<file path="src/rtl/otg_pkg.sv">
// Package: shared types for the over-temperature guard.
// Assumes: nothing beyond IEEE 1800-2017.
package otg_pkg;
    // Protection state of the guard.
    typedef enum logic {
        GS_NORMAL  = 1'b0,
        GS_TRIPPED = 1'b1
    } guard_state_e;
endpackage

</file>
<file path="src/rtl/otg_sample_bank.sv">
// Module: otg_sample_bank
// Keeps the last valid sample of every temperature source and muxes the
// selected one to the readback output. Out-of-range selectors read 0.
// Assumes: samples are signed two's complement, source i at bits i*TEMP_W.
module otg_sample_bank #(
    parameter int TEMP_W  = 8,
    parameter int NUM_SRC = 2,
    parameter int SEL_W   = (NUM_SRC > 1) ? $clog2(NUM_SRC) : 1
) (
    input  logic                      clk,
    input  logic                      rst_n,
    input  logic [NUM_SRC-1:0]        smp_valid,
    input  logic [NUM_SRC*TEMP_W-1:0] smp_temp,
    input  logic [SEL_W-1:0]          sel,
    output logic [TEMP_W-1:0]         rpt_temp
);
    logic [TEMP_W-1:0] hold_q [NUM_SRC];

    for (genvar gi = 0; gi < NUM_SRC; gi++) begin : g_src
        // Capture a source's sample on its strobe.
        always_ff @(posedge clk) begin
            if (!rst_n) begin
                hold_q[gi] <= '0;
            end else if (smp_valid[gi]) begin
                hold_q[gi] <= smp_temp[gi*TEMP_W +: TEMP_W];
            end
        end
    end

    // Select the reported source; unknown codes read as zero.
    always_comb begin
        rpt_temp = '0;
        for (int i = 0; i < NUM_SRC; i++) begin
            if (sel == SEL_W'(i)) begin
                rpt_temp = hold_q[i];
            end
        end
    end
endmodule

</file>
<file path="src/rtl/otg_hyst.sv">
// Module: otg_hyst
// Hysteretic trip detector on the die reading plus the early-warning flag.
// Trips at or above TRIP_C, releases below CLEAR_C, holds in between.
// Assumes: CLEAR_C < TRIP_C; readings are signed whole degrees.
module otg_hyst
    import otg_pkg::*;
#(
    parameter int TEMP_W  = 8,
    parameter int TRIP_C  = 103,
    parameter int CLEAR_C = 97,
    parameter int EARLY_C = 80
) (
    input  logic              clk,
    input  logic              rst_n,
    input  logic              die_valid,
    input  logic [TEMP_W-1:0] die_temp,
    output logic              hot_o,
    output logic              early_o
);
    localparam logic signed [TEMP_W-1:0] TripLvl  = TEMP_W'(TRIP_C);
    localparam logic signed [TEMP_W-1:0] ClearLvl = TEMP_W'(CLEAR_C);
    localparam logic signed [TEMP_W-1:0] EarlyLvl = TEMP_W'(EARLY_C);

    guard_state_e state_q, state_d;
    logic         early_q;
    logic signed [TEMP_W-1:0] t_s;

    assign t_s = $signed(die_temp);

    // Next protection state from a valid reading.
    always_comb begin
        state_d = state_q;
        if (die_valid) begin
            if (t_s >= TripLvl) begin
                state_d = GS_TRIPPED;
            end else if (t_s < ClearLvl) begin
                state_d = GS_NORMAL;
            end
        end
    end

    // Register the protection state and the early flag.
    always_ff @(posedge clk) begin
        if (!rst_n) begin
            state_q <= GS_NORMAL;
            early_q <= 1'b0;
        end else begin
            state_q <= state_d;
            if (die_valid) begin
                early_q <= (t_s > EarlyLvl);
            end
        end
    end

    assign hot_o   = (state_q == GS_TRIPPED);
    assign early_o = early_q;
endmodule

</file>
<file path="src/rtl/otg_warn_timer.sv">
// Module: otg_warn_timer
// Emits a one-cycle pulse on the first hot cycle and every PERIOD cycles
// after while hot stays high; the phase restarts whenever hot drops.
// Assumes: PERIOD >= 2.
module otg_warn_timer #(
    parameter int PERIOD = 250_000_000
) (
    input  logic clk,
    input  logic rst_n,
    input  logic hot,
    output logic warn_o
);
    localparam int CNT_W = (PERIOD > 2) ? $clog2(PERIOD) : 1;
    localparam logic [CNT_W-1:0] LastCnt = CNT_W'(PERIOD - 1);

    logic [CNT_W-1:0] cnt_q;

    // Phase counter: held at zero while cool, wraps every PERIOD while hot.
    always_ff @(posedge clk) begin
        if (!rst_n || !hot) begin
            cnt_q <= '0;
        end else if (cnt_q == LastCnt) begin
            cnt_q <= '0;
        end else begin
            cnt_q <= cnt_q + 1'b1;
        end
    end

    assign warn_o = hot && (cnt_q == '0);
endmodule

</file>
<file path="src/rtl/otg_guard.sv">
// Module: otg_guard (top)
// Over-temperature acquisition guard: gates the acquisition enable from a
// hysteretic die-temperature trip, pulses a periodic warning during the
// fault, flags readings above an operating limit and reports a selected
// source's last sample. Source 0 is the die sensor.
// Assumes: synchronous active-low reset; inputs are synchronous to clk.
module otg_guard #(
    parameter int TEMP_W  = 8,
    parameter int NUM_SRC = 2,
    parameter int SEL_W   = (NUM_SRC > 1) ? $clog2(NUM_SRC) : 1,
    parameter int TRIP_C  = 103,
    parameter int CLEAR_C = 97,
    parameter int EARLY_C = 80,
    parameter int PERIOD  = 250_000_000
) (
    input  logic                      clk,
    input  logic                      rst_n,
    input  logic [NUM_SRC-1:0]        src_valid,
    input  logic [NUM_SRC*TEMP_W-1:0] src_temp,
    input  logic [SEL_W-1:0]          src_sel,
    input  logic                      acq_req,
    output logic                      acq_en_o,
    output logic                      over_temp_o,
    output logic                      early_warn_o,
    output logic                      warn_pulse_o,
    output logic [TEMP_W-1:0]         rpt_temp_o
);
    logic hot;

    otg_hyst #(
        .TEMP_W (TEMP_W),
        .TRIP_C (TRIP_C),
        .CLEAR_C(CLEAR_C),
        .EARLY_C(EARLY_C)
    ) u_hyst (
        .clk      (clk),
        .rst_n    (rst_n),
        .die_valid(src_valid[0]),
        .die_temp (src_temp[TEMP_W-1:0]),
        .hot_o    (hot),
        .early_o  (early_warn_o)
    );

    otg_warn_timer #(
        .PERIOD(PERIOD)
    ) u_timer (
        .clk   (clk),
        .rst_n (rst_n),
        .hot   (hot),
        .warn_o(warn_pulse_o)
    );

    otg_sample_bank #(
        .TEMP_W (TEMP_W),
        .NUM_SRC(NUM_SRC),
        .SEL_W  (SEL_W)
    ) u_bank (
        .clk      (clk),
        .rst_n    (rst_n),
        .smp_valid(src_valid),
        .smp_temp (src_temp),
        .sel      (src_sel),
        .rpt_temp (rpt_temp_o)
    );

    // Force acquisition off while tripped.
    assign acq_en_o    = acq_req && !hot;
    assign over_temp_o = hot;
endmodule

</file>
<file path="config.mk">
export PLATFORM = sky130hd
export DESIGN_NAME = otg_guard
export DESIGN_NICKNAME = d
export VERILOG_FILES = /design/src/rtl/otg_pkg.sv /design/src/rtl/otg_sample_bank.sv /design/src/rtl/otg_hyst.sv /design/src/rtl/otg_warn_timer.sv /design/src/rtl/otg_guard.sv
export SDC_FILE = /design/constraint.sdc
export NUM_CORES = 1
export LEC_CHECK = 0
export ABC_CLOCK_PERIOD_IN_PS = 2200
export BUFFER_PORTS_ARGS = -buffer_cell sky130_fd_sc_hd__buf_2
export CAP_MARGIN = 20
export CORE_ASPECT_RATIO = 0.75
export CORE_UTILIZATION = 51
export DETAILED_ROUTE_END_ITERATION = 8
export GPL_TIMING_DRIVEN = 0
export PLACE_DENSITY = 0.8
export SYNTH_ARGS = -nofsm -noshare
export SYNTH_HDL_FRONTEND = slang
export SYNTH_SLANG_ARGS = --single-unit
</file>
<file path="constraint.sdc">
create_clock -name clk -period 2.2 [get_ports clk]
set_input_delay 0.22 -clock clk [delete_from_list [all_inputs] [get_ports clk]]
set_output_delay 0.22 -clock clk [all_outputs]
set_load 0.05 [all_outputs]
</file>
# After elaboration in Yosys (flattened, before gate mapping)
# Memory sizes are Yosys's and may differ from the RTL's.
# Cells that the tools add are included.
totals:
  ff_bits: 30
  ramBits: 16
  inputBits: 22
  out_inout_bits: 12
  wordCells: 32
  mem_count: 1
op_classes:
  add_sub_neg: 1
  order_cmp: 3
  n_eq_ne: 1
  n_mux: 12
  bitwise: 2
  n_reduce_logical: 9
memory_table:
  columns: ["name", "depth", "word_bits", "rd", "rd_clocked_by_memory_dff", "wr", "line_no", "source"]
  rows:
  - ["u_bank.hold_q", 2, 8, 2, 0, 2, "otg_sample_bank.sv:17", "logic [TEMP_W-1:0] hold_q [NUM_SRC];"]
ops:
  columns: ["cell", "count"]
  rows:
  - ["$add A28 B1 Y28 const B", 1]
  - ["$eq A28 B28 Y1 const B", 1]
  - ["$logic_not A28 Y1", 1]
  - ["$mux W8", 3]
  - ["$mux W1", 9]
  - ["$ge A8 B8 Y1 const B", 1]
  - ["$gt A8 B8 Y1 const B", 1]
  - ["$lt A8 B8 Y1 const B", 1]
  - ["$logic_and A1 B1 Y1", 2]
  - ["$logic_not A1 Y1", 2]
  - ["$or A1 B1 Y1", 2]
  - ["$reduce_and A2 Y1", 1]
  - ["$reduce_bool A2 Y1", 1]
  - ["$reduce_or A2 Y1", 1]
  - ["$logic_or A1 B1 Y1", 1]

# Depth between registers and ports, before layout
# Gate-level depths: netlist (run 1).
logic_depth:
  ltp_word: 4
  ltp_mapped: 6
  ltp_nobuf: 5

# Modules after synthesis
# From an unflattened synthesis (run 1), not the netlist that was laid out.
unflattened:
  cells_unflattened: 231
  area_unflattened_um2: 2348.5
by_module_without_submodules:
  columns: ["module", "instances", "cells_each", "area_per_inst_um2", "seq_area_each_um2"]
  rows:
  - ["otg_warn_timer", 1, 171, 1456.4, 560.5]
  - ["otg_sample_bank", 1, 44, 743.2, 480.5]
  - ["otg_hyst", 1, 15, 135.1, 40.0]
  - ["otg_guard", 1, 1, 13.8, 0.0]

# Worst setup path after synthesis (run 1)
# No wires, ideal clock.
synth_path:
  kind: "register to output"
  startpoint: "register u_hyst.state_q (netlist: u_hyst.hot_o)"
  endpoint: "output warn_pulse_o"
  t_arrival_ns: 2.136
  setup_slack_ns: -0.156
  path_stages_with_launch: 4
  path_cell_list: "dfxtp_1 -> nor4b_1 -> nand4_1 -> nor3_1"
synth_between:
  elab_chain_cells: 1
synth_lines:
  columns: ["item", "line_no", "source"]
  rows:
  - ["start: declaration", "otg_hyst.sv:24", "guard_state_e state_q, state_d;"]
  - ["start signal: assignment", "otg_hyst.sv:48", "state_q <= state_d;"]
  - ["$logic_and A1 B1 Y1", "otg_warn_timer.sv:29", "assign warn_o = hot && (cnt_q == '0);"]
  - ["end: declaration", "otg_guard.sv:25", "output logic warn_pulse_o,"]
# Every way passes these cells.

# Final worst setup path (run 1)
layout_path:
  startpoint: "register u_timer.cnt_q[1]"
  endpoint: "register u_timer.cnt_q[26]"
layout_between:
  elab_chain_cells: 2
  word_cells_on_any_way: 3
layout_lines:
  columns: ["item", "line_no", "source"]
  rows:
  - ["start: declaration", "otg_warn_timer.sv:16", "logic [CNT_W-1:0] cnt_q;"]
  - ["start signal: assignment", "otg_warn_timer.sv:25", "cnt_q <= cnt_q + 1'b1;"]
  - ["branches (longest 2 deep; another with $add A28 B1 Y28)", null, null]
# Parallel ways; which one is timed is not known.
# A chain may end at the register's enable or synchronous reset.

==> metrics, run 1 <==
placed inst area=about 0.0026 mm2; initial antenna violation count=0; Core ar.=about 0.0042 mm2; Fin. Hold Viols=0; post-synth top area share=0.2555; worst slew pin tran=between 0.5 and 0.6 ns; Cell Rows=20; total gr overflow=0; Setup Skew=around 0.0074 ns; highest routed metal layer=met4; CTS root buf=clkbuf_8; DP HPWL=around 4000 um; vias in the first global route=between 1,500 and 2,000; share of cells above drive strength 1=0.2760; Final Util=0.6530; VDD IR-drop max=~0.36 mV; CTS buffer count=5; metal2 WL=about 2500 um; WS Path Type=flip-flop to flip-flop; Max Fclk=466.0 MHz; DR WL/cell=roughly 17 um; GPL Wtd Cong=around 0.91; port bufs=32; DRT Pass-1 Iters=4; worst hold endpoint=u_hyst.early_o$_SDFFE_PN0P_; worst hold path type=primary input to flip-flop; Die Area=about 0.005 mm2; Initial Util=0.5559; reg2reg end=u_timer.cnt_q[26]$_SDFF_PP0_; Synth Register Bits=46; TritonCTS Sinks=between 40 and 50; Synth warnings=0; ANT cells=0; leading cell types by total area after synthesis=dfxtp_1 26%, edfxtp_1 20%, and3_1 4.8%, xor2_1 4.1%, nor3_1 3.8%; cells on worst reg2reg path=5; Worst EP required=about 2.4 ns; number of synthesized flops with an enable pin=16; Syn Inst Count=between 200 and 250; Critical R2R Launch=u_timer.cnt_q[1]$_SDFF_PP0_; synthesized area per cell=between 9 and 10 um2; relative slew slack=0.6407; Clock Path Buffers=2; most frequent cell after synthesis=dfxtp_1; max-slew violation count=0; critical path peak fanout=6; DRC Markers=0; Post-Syn Area=between 0.002 and 0.0025 mm2; Crit. End Element=flip-flop; final wirelength=about 5700 um; Die H=about 61 um; GRT Total Usage=0.2671; largest net degree at the start of global routing=16; R2R setup slack=around 0.054 ns; ranking of synthesized cells by instance count=30 x dfxtp_1, 18 x and3_1, 18 x nor3_1; CTS tree=yes; Met1 Wirelength=between 2000 and 3000 um; Net count, final=a little over 300; final setup TNS=0 ns; Layout area overhead=17.46%; I/O pins=34; Final Cycle Share=0.9755; post-synthesis sequential area ratio=0.4598; final std cell area, no fill=0.002761 mm2; Yosys top cell by area=dfxtp_1; share of flip-flops with an asynchronous set or reset=0; vias per cell=6.189; data arrival time of the critical path=approximately 2.4 ns; Lkg Pwr=about 1.0 nW; Final Critical Period=2.146 ns; worst skew pair latency=between 0.3 and 0.4 ns; worst hold start=src_temp[7]; status=completed; Synth cell types=between 40 and 50; metal3 WL=347 um; synthesized net count=261; Pwr Density=618.0 mW/mm2; # setup viols final=0; via count=2,067; max cap viols=0; Critical Path Source Type=flip-flop; DRT iter0 DRCs=180; most common flop cell mapped by yosys=dfxtp_1; CTS H-Tree Depth=2; first-pass GRT wire length=approximately 9500 um; Post-DRT Antenna Nets=0; Hold Crit Depth=2; total power=1.706 mW; Worst-path clk slew=approximately 0.090 ns; Die W=between 80 and 90 um
==> how the worst max path moves through the flow <==
stage / start / to / slack (ns) / cells past startpoint
floorplan: u_timer.cnt_q[0]$_SDFF_PP0_ / u_timer.cnt_q[26]$_SDFF_PP0_ / 0.13 / 5
global placement: u_timer.cnt_q[17]$_SDFF_PP0_ / u_timer.cnt_q[3]$_SDFF_PP0_ / -0.20 / 6
detailed placement: u_timer.cnt_q[17]$_SDFF_PP0_ / u_timer.cnt_q[24]$_SDFF_PP0_ / -0.23 / 6
CTS: u_timer.cnt_q[17]$_SDFF_PP0_ / u_timer.cnt_q[2]$_SDFF_PP0_ / 0.03 / 7
global route: u_timer.cnt_q[2]$_SDFF_PP0_ / u_timer.cnt_q[21]$_SDFF_PP0_ / -0.02 / 5
finish: u_timer.cnt_q[1]$_SDFF_PP0_ / u_timer.cnt_q[26]$_SDFF_PP0_ / 0.05 / 5
==> through the flow <==
step / instances / hold slack [ns] / setup WS [ns]
2_1_floorplan: 237 / 0.3377 / 0.1284
3_3_place_gp: 324 / 0.4496 / -0.1952
3_5_place_dp: 324 / 0.4751 / -0.2302
4_1_cts: 335 / 0.1541 / 0.03234
5_1_grt: 334 / 0.1628 / -0.02272
6_report: 334 / 0.1535 / 0.05387
==> timing repair <==
item                                    in CTS  in global routing
resized for setup                            3                  8
hold endpoints to repair                     0                  0
pin swaps                                    2                  1
endpoints found under the setup margin      21                 12
buffers inserted                             4                  0
hold buffers                                 0                  0
==> metal layers <==
layer  track usage  vias up
li1              -      998
met1        0.3792      994
met2        0.4068       68
met3       0.05865        7
met4       0.08929        0
met5             0        -
==> state kept, by name, summed over array words and instances (netlist names) <==
| signal | cells |
|---|---|
| u_bank.hold_q | 16 |
| u_hyst.early_o | 1 |
| u_hyst.hot_o | 1 |
| u_timer.cnt_q | 28 |
==> final cells by class <==
type	instances	area, um2
Tap cell	55	68.82
Timing Repair Buffer	36	190.2
Fill cell	354	1468
Buffer	15	67.56
Multi-Input combinational cell	167	1211
Inverter	7	26.28
Sequential cell	46	1085
Clock inverter	3	43.79
Clock buffer	5	68.82
==> worst max-delay path, cell delays in order, from the launching register on <==
cell and delay [ns]:
dfxtp_1 0.42, ha_4 0.19, nand4_4 0.14, or4b_4 0.61, or4_4 0.50, a211oi_2 0.22
==> layout by cell type (no fill, tap or decap), types with 2 or more instances in the layout <==
master / count
or4_1: 7
clkbuf_2: 5
nor3_1: 17
dfxtp_2: 3
o21ai_0: 4
nand3_1: 10
nand4_4: 2
clkbuf_1: 5
edfxtp_1: 16
clkbuf_8: 5
and4_2: 2
nor4_1: 6
nand2_1: 12
dfxtp_1: 27
nand4_1: 14
mux2_2: 8
a211oi_2: 2
nand4b_1: 2
xor2_1: 11
inv_1: 7
a21oi_1: 2
or3_1: 2
nand2b_1: 2
xnor2_1: 4
and3_1: 18
buf_2: 36
a211oi_1: 9
nor2_1: 5
and4_1: 7
buf_4: 4
o31ai_1: 6
==> report_power, final <==
part           total, mW  switching, mW  leakage (nW)  internal (mW)
Combinational      0.159          0.110         0.565         0.0491
Sequential         0.912        0.00707         0.415          0.905
Clock              0.635          0.295        0.0585          0.340
==> cells by family (layout without fill, tap and decap cells) <==
| group | count (synthesis) | in the layout | synth area share |
|---|---|---|---|
| and+or+nand+nor | 115 | 115 | 0.3081 |
| DFF | 46 | 46 | 0.4598 |
| AOI/OAI and AO/OA | 27 | 27 | 0.08515 |
| buffers and inverters | 24 | 66 | 0.04204 |
| xor gates and xnor gates | 15 | 15 | 0.05588 |
| muxes | 8 | 8 | 0.03832 |
| adders and majority gates | 2 | 2 | 0.01064 |
Note: power is estimated with default switching activity, not from simulation.
==> run 2: changes to the inputs <==
ABC_CLOCK_PERIOD_IN_PS = 1700   (was 2200)
CORE_UTILIZATION = 27   (was 51)
PLACE_DENSITY = 0.5   (was 0.8)
clock period = 1.7 ns   (was 2.2 ns; I/O delays follow)
==> run 2 against run 1 <==
The run now ends with negative setup slack left. Critical path depth unchanged. Worst setup slack got worse by 0.28 ns. Sequential share of layout area shrank 5.2 points. Final cell count increased by 21%. Clock power rose by 100%. Clock skew down 0.0014 ns. Non-clock buffer count rose by 17. Sequential power increased by 28%. Routed wire length grew 15%. Fmax is 11% higher.
==> metrics, run 2 (same netlist as run 1, synthesis figures left out) <==
final wirelength=6509 um (+15%); Cell Rows=29 (+45%); Fin. Hold Viols=0 (unchanged); total gr overflow=0 (unchanged); placed instance count=377 (+16%); WS Path Type=flip-flop to flip-flop; Net count, final=319 (+5.6%); Initial Util=0.2781 (-0.2778); kind of cell adding the most delay to the critical path=simple AND/OR/NAND/NOR gates; CTS H-Tree Depth=2 (unchanged); status=complete, but fails checks; largest registers=u_timer.cnt_q: 28 flops, u_bank.hold_q: 16 flops; Slowest-stage cell, CP=or4b_4; critical path peak fanout=5 (-1); vias per cell=5.116 (-17%); Clk pwr share=0.481 (+0.109); Post-DRT Antenna Nets=0 (unchanged); placed inst area=0.002728 mm2 (+5.5%); TritonCTS Sinks=46 (unchanged); Layout area overhead=37.52%; first-pass GRT wire length=10,650 um (+12%); Setup Skew=0.005928 ns (-0.001441 ns); vias in the first global route=2,005 (+4.5%); CP Buf/Inv Count=0 (unchanged); crit-path cells=ha_4, nand4_4, or4b_4, or4_1, a211oi_2; DRC Markers=0 (unchanged); CTS tree=yes; Core ar.=0.008454 mm2 (+100%); worst skew pair latency=0.29 ns (-0.02 ns); CTS buffer count=5 (unchanged); sw frac=0.2194 (-0.02194); largest net degree at the start of global routing=16 (unchanged); Worst EP required=1.90 ns (-0.53 ns); max reg flops=28 (unchanged); commonest non-fill, non-tap cell in the layout=buf_2; Pint=2.076 mW (+60%); DP HPWL=4248 um (+6.1%); worst hold path type=primary input to flip-flop; Die Area=0.009088 mm2 (+86%); max-slew violation count=0 (unchanged); Clock Path Buffers=2 (unchanged); max cap viols=0 (unchanged); Worst-path clk slew=0.07 ns (-0.02 ns); # setup viols final=28 (+28); GRT Total Usage=0.1528 (-0.1143); Hold Slack=0.1116 ns (-0.04198 ns); share of cells above drive strength 1=0.3919 (+0.1159); proportion of power drawn by flip-flops and latches=0.442 (-0.093); Final Critical Period=1.926 ns (-0.2197 ns); failing checks=negative setup slack; Crit. End Element=flip-flop; via count=2,067 (unchanged); Switch Pwr=583.8 uW (+42%); DR WL/cell=16.11 um (-5.2%); setup slack after layout=-0.2265 ns (-0.2803 ns); GPL Wtd Cong=0.8052 (-12%); Critical Path Source Type=flip-flop; initial antenna violation count=0 (unchanged); Most flops, register=u_timer.cnt_q; I/O pins=34 (unchanged); Final Cycle Share=1.133 (+0.1577); Die W=109.8 um (+37%); RSZ-0062 raised after global routing=true; final std cell area, no fill=0.003233 mm2 (+17%); DRT Pass-1 Iters=4 (unchanged); worst slew pin tran=0.5384 ns (+0.003653 ns); CTS root buf=clkbuf_16; port bufs=32 (unchanged); DRT iter0 DRCs=113 (-37%); Comb pwr share=0.077 (-0.016); Die H=82.81 um (+36%); Final Util=0.3824 (-0.2705); Pwr Density=822.8 mW/mm2 (+33%); data arrival time of the critical path=2.13 ns (-0.25 ns); Lkg Pwr=1.226 nW (+18%); VDD IR-drop max=0.3680 mV (+2.2%); ANT cells=0 (unchanged); relative slew slack=0.6410 (about the same); most frequent cells in the layout=31 x buf_2, 20 x buf_4, 20 x dfxtp_1; Cell Count, Final, Fillers Out=404 (+21%); slowest stage delay, CP=0.60 ns (about the same); Max Fclk=519.1 MHz (+11%); total power=2.660 mW (+56%)
run 2: cell types whose count changed in the layout (fill, tap and decap cells not counted), moves of 5 or more:
cell	change
buf_4	+16
clkbuf_16	+7
dfxtp_1	-7
buf_6	+6
buf_2	-5
run 2: power by group through the flow:
stage                     Sequential [mW]  Clock, mW  Combinational [mW]
final                                1.17       1.28               0.206
after global routing                 1.18       1.35               0.222
after CTS                            1.18       1.31               0.208
after detailed placement             1.21          0               0.205
after global placement               1.21          0               0.204
after floorplan                      1.21          0               0.135
run 2: final cells by class:
cell class,count,area (um2)
timing repair buffer,54,350.3
inverter,7,26.28
multi-input combinational,167,1281
clock inverter,3,68.82
tap,108,135.1
fill,860,5221
sequential,46,1104
buffer,14,142.6
clock buffer,5,125.1
run 2: worst paths after layout:
check / depth (start not counted) / to / slack [ns] / from
worst max-delay path: 5 / u_timer.cnt_q[22]$_SDFF_PP0_ / -0.23 / u_timer.cnt_q[0]$_SDFF_PP0_
worst min register to register: 2 / u_hyst.early_o$_SDFFE_PN0P_ / 0.46 / u_hyst.early_o$_SDFFE_PN0P_
worst min-delay path: 2 / u_hyst.early_o$_SDFFE_PN0P_ / 0.11 / src_temp[7]
worst max register to register: 5 / u_timer.cnt_q[22]$_SDFF_PP0_ / -0.23 / u_timer.cnt_q[0]$_SDFF_PP0_
run 2: what timing repair did:
item | in CTS | in global routing
endpoints found under the setup margin | 28 | 29
cloned | 1 | 1
pin swaps | 11 | 4
hold buffers | 0 | 0
setup buffers | 18 | 2
gates resized for setup | 34 | 12
run 2: stage by stage:
stage / setup TNS, ns / setup slack [ns]
CTS: -1.089 / -0.1968
global placement: -14.58 / -0.6241
floorplan: -1.617 / -0.09780
global route: -3.323 / -0.2547
finish: -1.344 / -0.2265
detailed placement: -16.62 / -0.7039
run 2: layer usage:
layer / routed length [um] / up-vias / global-route usage
met3: 240 / 2 / 0.03140
met5: 0 / - / 0
met4: 24 / 0 / 0.03636
met2: 2814 / 27 / 0.2093
li1: - / 1030 / -
met1: 3429 / 1008 / 0.2398
==> run 3: changes to the inputs <==
CORE_UTILIZATION = 45   (was 27)
GPL_ROUTABILITY_DRIVEN = 0   (was default)
PLACE_DENSITY = 0.73   (was 0.5)
==> run 3 against run 2 <==
The run still ends with negative setup slack left. Die area is 39% lower. Critical endpoint unchanged. Power decreased by 10%. First-iteration DRC count up 13%. Sequential power barely moved. Register-to-register slack hardly changed. Clock skew fell by 0.0019 ns. Worst hold slack worse by 0.015 ns. Largest cell class unchanged. Critical path depth unchanged. Worst setup slack worse by 0.0082 ns. Flip-flop and latch count is the same.
==> metrics, run 3 (same netlist as run 1, synthesis figures left out) <==
status=complete, but fails checks; failing checks=negative setup slack; slowest stage delay, CP=0.59 ns (about the same); proportion of power drawn by flip-flops and latches=0.493 (+0.051); Slowest-stage cell, CP=or4b_4; fillers=422 (-51%); Pwr Density=800.4 mW/mm2 (-2.7%); DRT Pass-1 Iters=4 (unchanged); max-slew violation count=0 (unchanged); CTS buffer count=5 (unchanged); Switch Pwr=527.0 uW (-9.7%); ANT cells=0 (unchanged); Hold Crit Depth=2 (unchanged); vias per cell=6.050 (+18%); Net count, final=306 (-4.1%); Initial Util=0.4745 (+0.1964); total gr overflow=0 (unchanged); final wirelength=6100 um (-6.3%); kind of cell adding the most delay to the critical path=simple AND/OR/NAND/NOR gates; Die Area=0.005520 mm2 (-39%); Setup Skew=0.004042 ns (-0.001886 ns); Cell Rows=22 (-24%); Layout area overhead=26.77%; worst hold path type=primary input to flip-flop; max reg flops=28 (unchanged); most frequent cells in the layout=32 x buf_2, 20 x dfxtp_1, 17 x and3_1; VDD IR-drop max=0.5304 mV (+44%); CTS root buf=clkbuf_8; CTS tree=yes; placed instance count=329 (-13%); # setup viols final=28 (unchanged); port bufs=32 (unchanged); Final Cycle Share=1.138 (+0.004839); vias in the first global route=1,932 (-3.6%); I/O pins=34 (unchanged); GRT Total Usage=0.2329 (+0.08007); WS Path Type=flip-flop to flip-flop; Core ar.=0.004955 mm2 (-41%); worst slew pin tran=0.5831 ns (+0.04466 ns); Final Critical Period=1.935 ns (+0.008227 ns); total power=2.385 mW (-10%); largest net degree at the start of global routing=15 (-1); Critical Path Source Type=flip-flop; Most flops, register=u_timer.cnt_q; Post-DRT Antenna Nets=0 (unchanged); cells on worst reg2reg path=5 (unchanged); worst hold endpoint=u_hyst.early_o$_SDFFE_PN0P_; crit-path cells=ha_4, nand4_4, or4b_4, or4_4, a211oi_2; Lkg Pwr=1.112 nW (-9.3%); Cell Count, Final, Fillers Out=343 (-15%); DP HPWL=4093 um (-3.6%); CTS H-Tree Depth=2 (unchanged); initial antenna violation count=0 (unchanged); Clk pwr share=0.420 (-0.061); RSZ-0062 raised after global routing=true; largest registers=u_timer.cnt_q: 28 flops, u_bank.hold_q: 16 flops; Die W=85.46 um (-22%); Pint=1.858 mW (-10%); TritonCTS Sinks=46 (unchanged); commonest non-fill, non-tap cell in the layout=buf_2; max cap viols=0 (unchanged); first-pass GRT wire length=9770 um (-8.3%); sw frac=0.2209 (+0.001479); worst skew pair latency=0.30 ns (about the same); share of cells above drive strength 1=0.3534 (-0.03854); setup slack after layout=-0.2347 ns (-0.008227 ns); data arrival time of the critical path=2.16 ns (+0.03 ns); CP Buf/Inv Count=0 (unchanged); Worst-path clk slew=0.09 ns (+0.02 ns); critical path peak fanout=6 (+1); Clock Path Buffers=2 (unchanged); Die H=64.60 um (-22%); Final Util=0.6015 (+0.2191); Comb pwr share=0.088 (+0.011); relative slew slack=0.6113 (-0.02977); Fin. Hold Viols=0 (unchanged); Crit. End Element=flip-flop; via count=2,075 (+0.39%); area of the multi-input gates=0.001289 mm2 (+0.59%); DRT iter0 DRCs=128 (+13%); DR WL/cell=17.78 um (+10%); Critical R2R Launch=u_timer.cnt_q[0]$_SDFF_PP0_; reg2reg end=u_timer.cnt_q[22]$_SDFF_PP0_; DRC Markers=0 (unchanged); sequential cell area=0.001101 mm2 (-0.23%); Max Fclk=516.9 MHz (-0.43%); worst hold start=src_temp[7]; Worst EP required=1.93 ns (+0.03 ns); R2R setup slack=-0.23 ns (about the same)
## run 3: cell types whose count changed in the layout (fill, tap and decap cells not counted), sizes merged
cell / change
buf: -13
clkbuf: +1
clkinv: -1
## run 3: power by group through the flow
| stage | clock network (mW) | logic [mW] | registers, mW |
|---|---|---|---|
| after floorplan | 0 | 0.135 | 1.21 |
| after global placement | 0 | 0.203 | 1.20 |
| after detailed placement | 0 | 0.205 | 1.21 |
| after CTS | 1.01 | 0.207 | 1.18 |
| after global routing | 1.06 | 0.220 | 1.18 |
| final | 1.00 | 0.209 | 1.18 |
## run 3: how the worst max path moves through the flow
stage / from / end / slack (ns) / cells past startpoint
after floorplan: u_timer.cnt_q[1]$_SDFF_PP0_ / u_timer.cnt_q[24]$_SDFF_PP0_ / -0.1 / 5
after global placement: u_timer.cnt_q[17]$_SDFF_PP0_ / u_timer.cnt_q[2]$_SDFF_PP0_ / -0.54 / 6
after detailed placement: u_timer.cnt_q[17]$_SDFF_PP0_ / u_timer.cnt_q[27]$_SDFF_PP0_ / -0.58 / 6
after CTS: u_timer.cnt_q[0]$_SDFF_PP0_ / u_timer.cnt_q[24]$_SDFF_PP0_ / -0.19 / 5
after global routing: u_timer.cnt_q[0]$_SDFF_PP0_ / u_timer.cnt_q[22]$_SDFF_PP0_ / -0.28 / 5
final: u_timer.cnt_q[0]$_SDFF_PP0_ / u_timer.cnt_q[22]$_SDFF_PP0_ / -0.23 / 5
## run 3: final cells by class
class                           count  area share
Multi-Input combinational cell    167      0.4324
Clock buffer                        6     0.02771
Timing Repair Buffer               41     0.07851
Buffer                             14     0.03778
Clock inverter                      2     0.02015
Tap cell                           60     0.02519
Inverter                            7    0.008816
Sequential cell                    46      0.3694
## run 3: per-layer routing
metal,wire [um],global-route usage,share of wire,up-vias
met2,2692,0.3350,0.44,53
met3,368,0.05987,0.060,11
met5,0,0,0,-
li1,-,-,-,1001
met1,2919,0.3344,0.48,1010
met4,119,0.08750,0.020,0
## run 3: repair_timing
item | CTS | global route
hold buffers | 0 | 0
pin swaps | 9 | 1
gates resized for setup | 25 | 7
setup endpoints to repair | 28 | 28
buffers inserted | 9 | 0
## run 3: worst reg2reg max path, delay by kind of cell, from the launching register on
| kind | cells | cell delay (ns) |
|---|---|---|
| flops | 1 | 0.37 |
| fa+ha+maj | 1 | 0.15 |
| simple gates | 3 | 1.15 |
| compound gates | 1 | 0.20 |
## run 3: stage by stage
| stage | TNS, ns | cell area, um2 | hold WS, ns | setup WS, ns |
|---|---|---|---|---|
| 6_report | -4.606 | 2980 | 0.09675 | -0.2347 |
| 5_1_grt | -6.484 | 2980 | 0.09861 | -0.2849 |
| 4_1_cts | -2.782 | 2954 | 0.09143 | -0.1937 |
| 3_5_place_dp | -13.64 | 2668 | 0.4168 | -0.5816 |
| 3_3_place_gp | -12.36 | 2668 | 0.4130 | -0.5363 |
| 2_1_floorplan | -1.617 | 2432 | 0.2877 | -0.09780 |
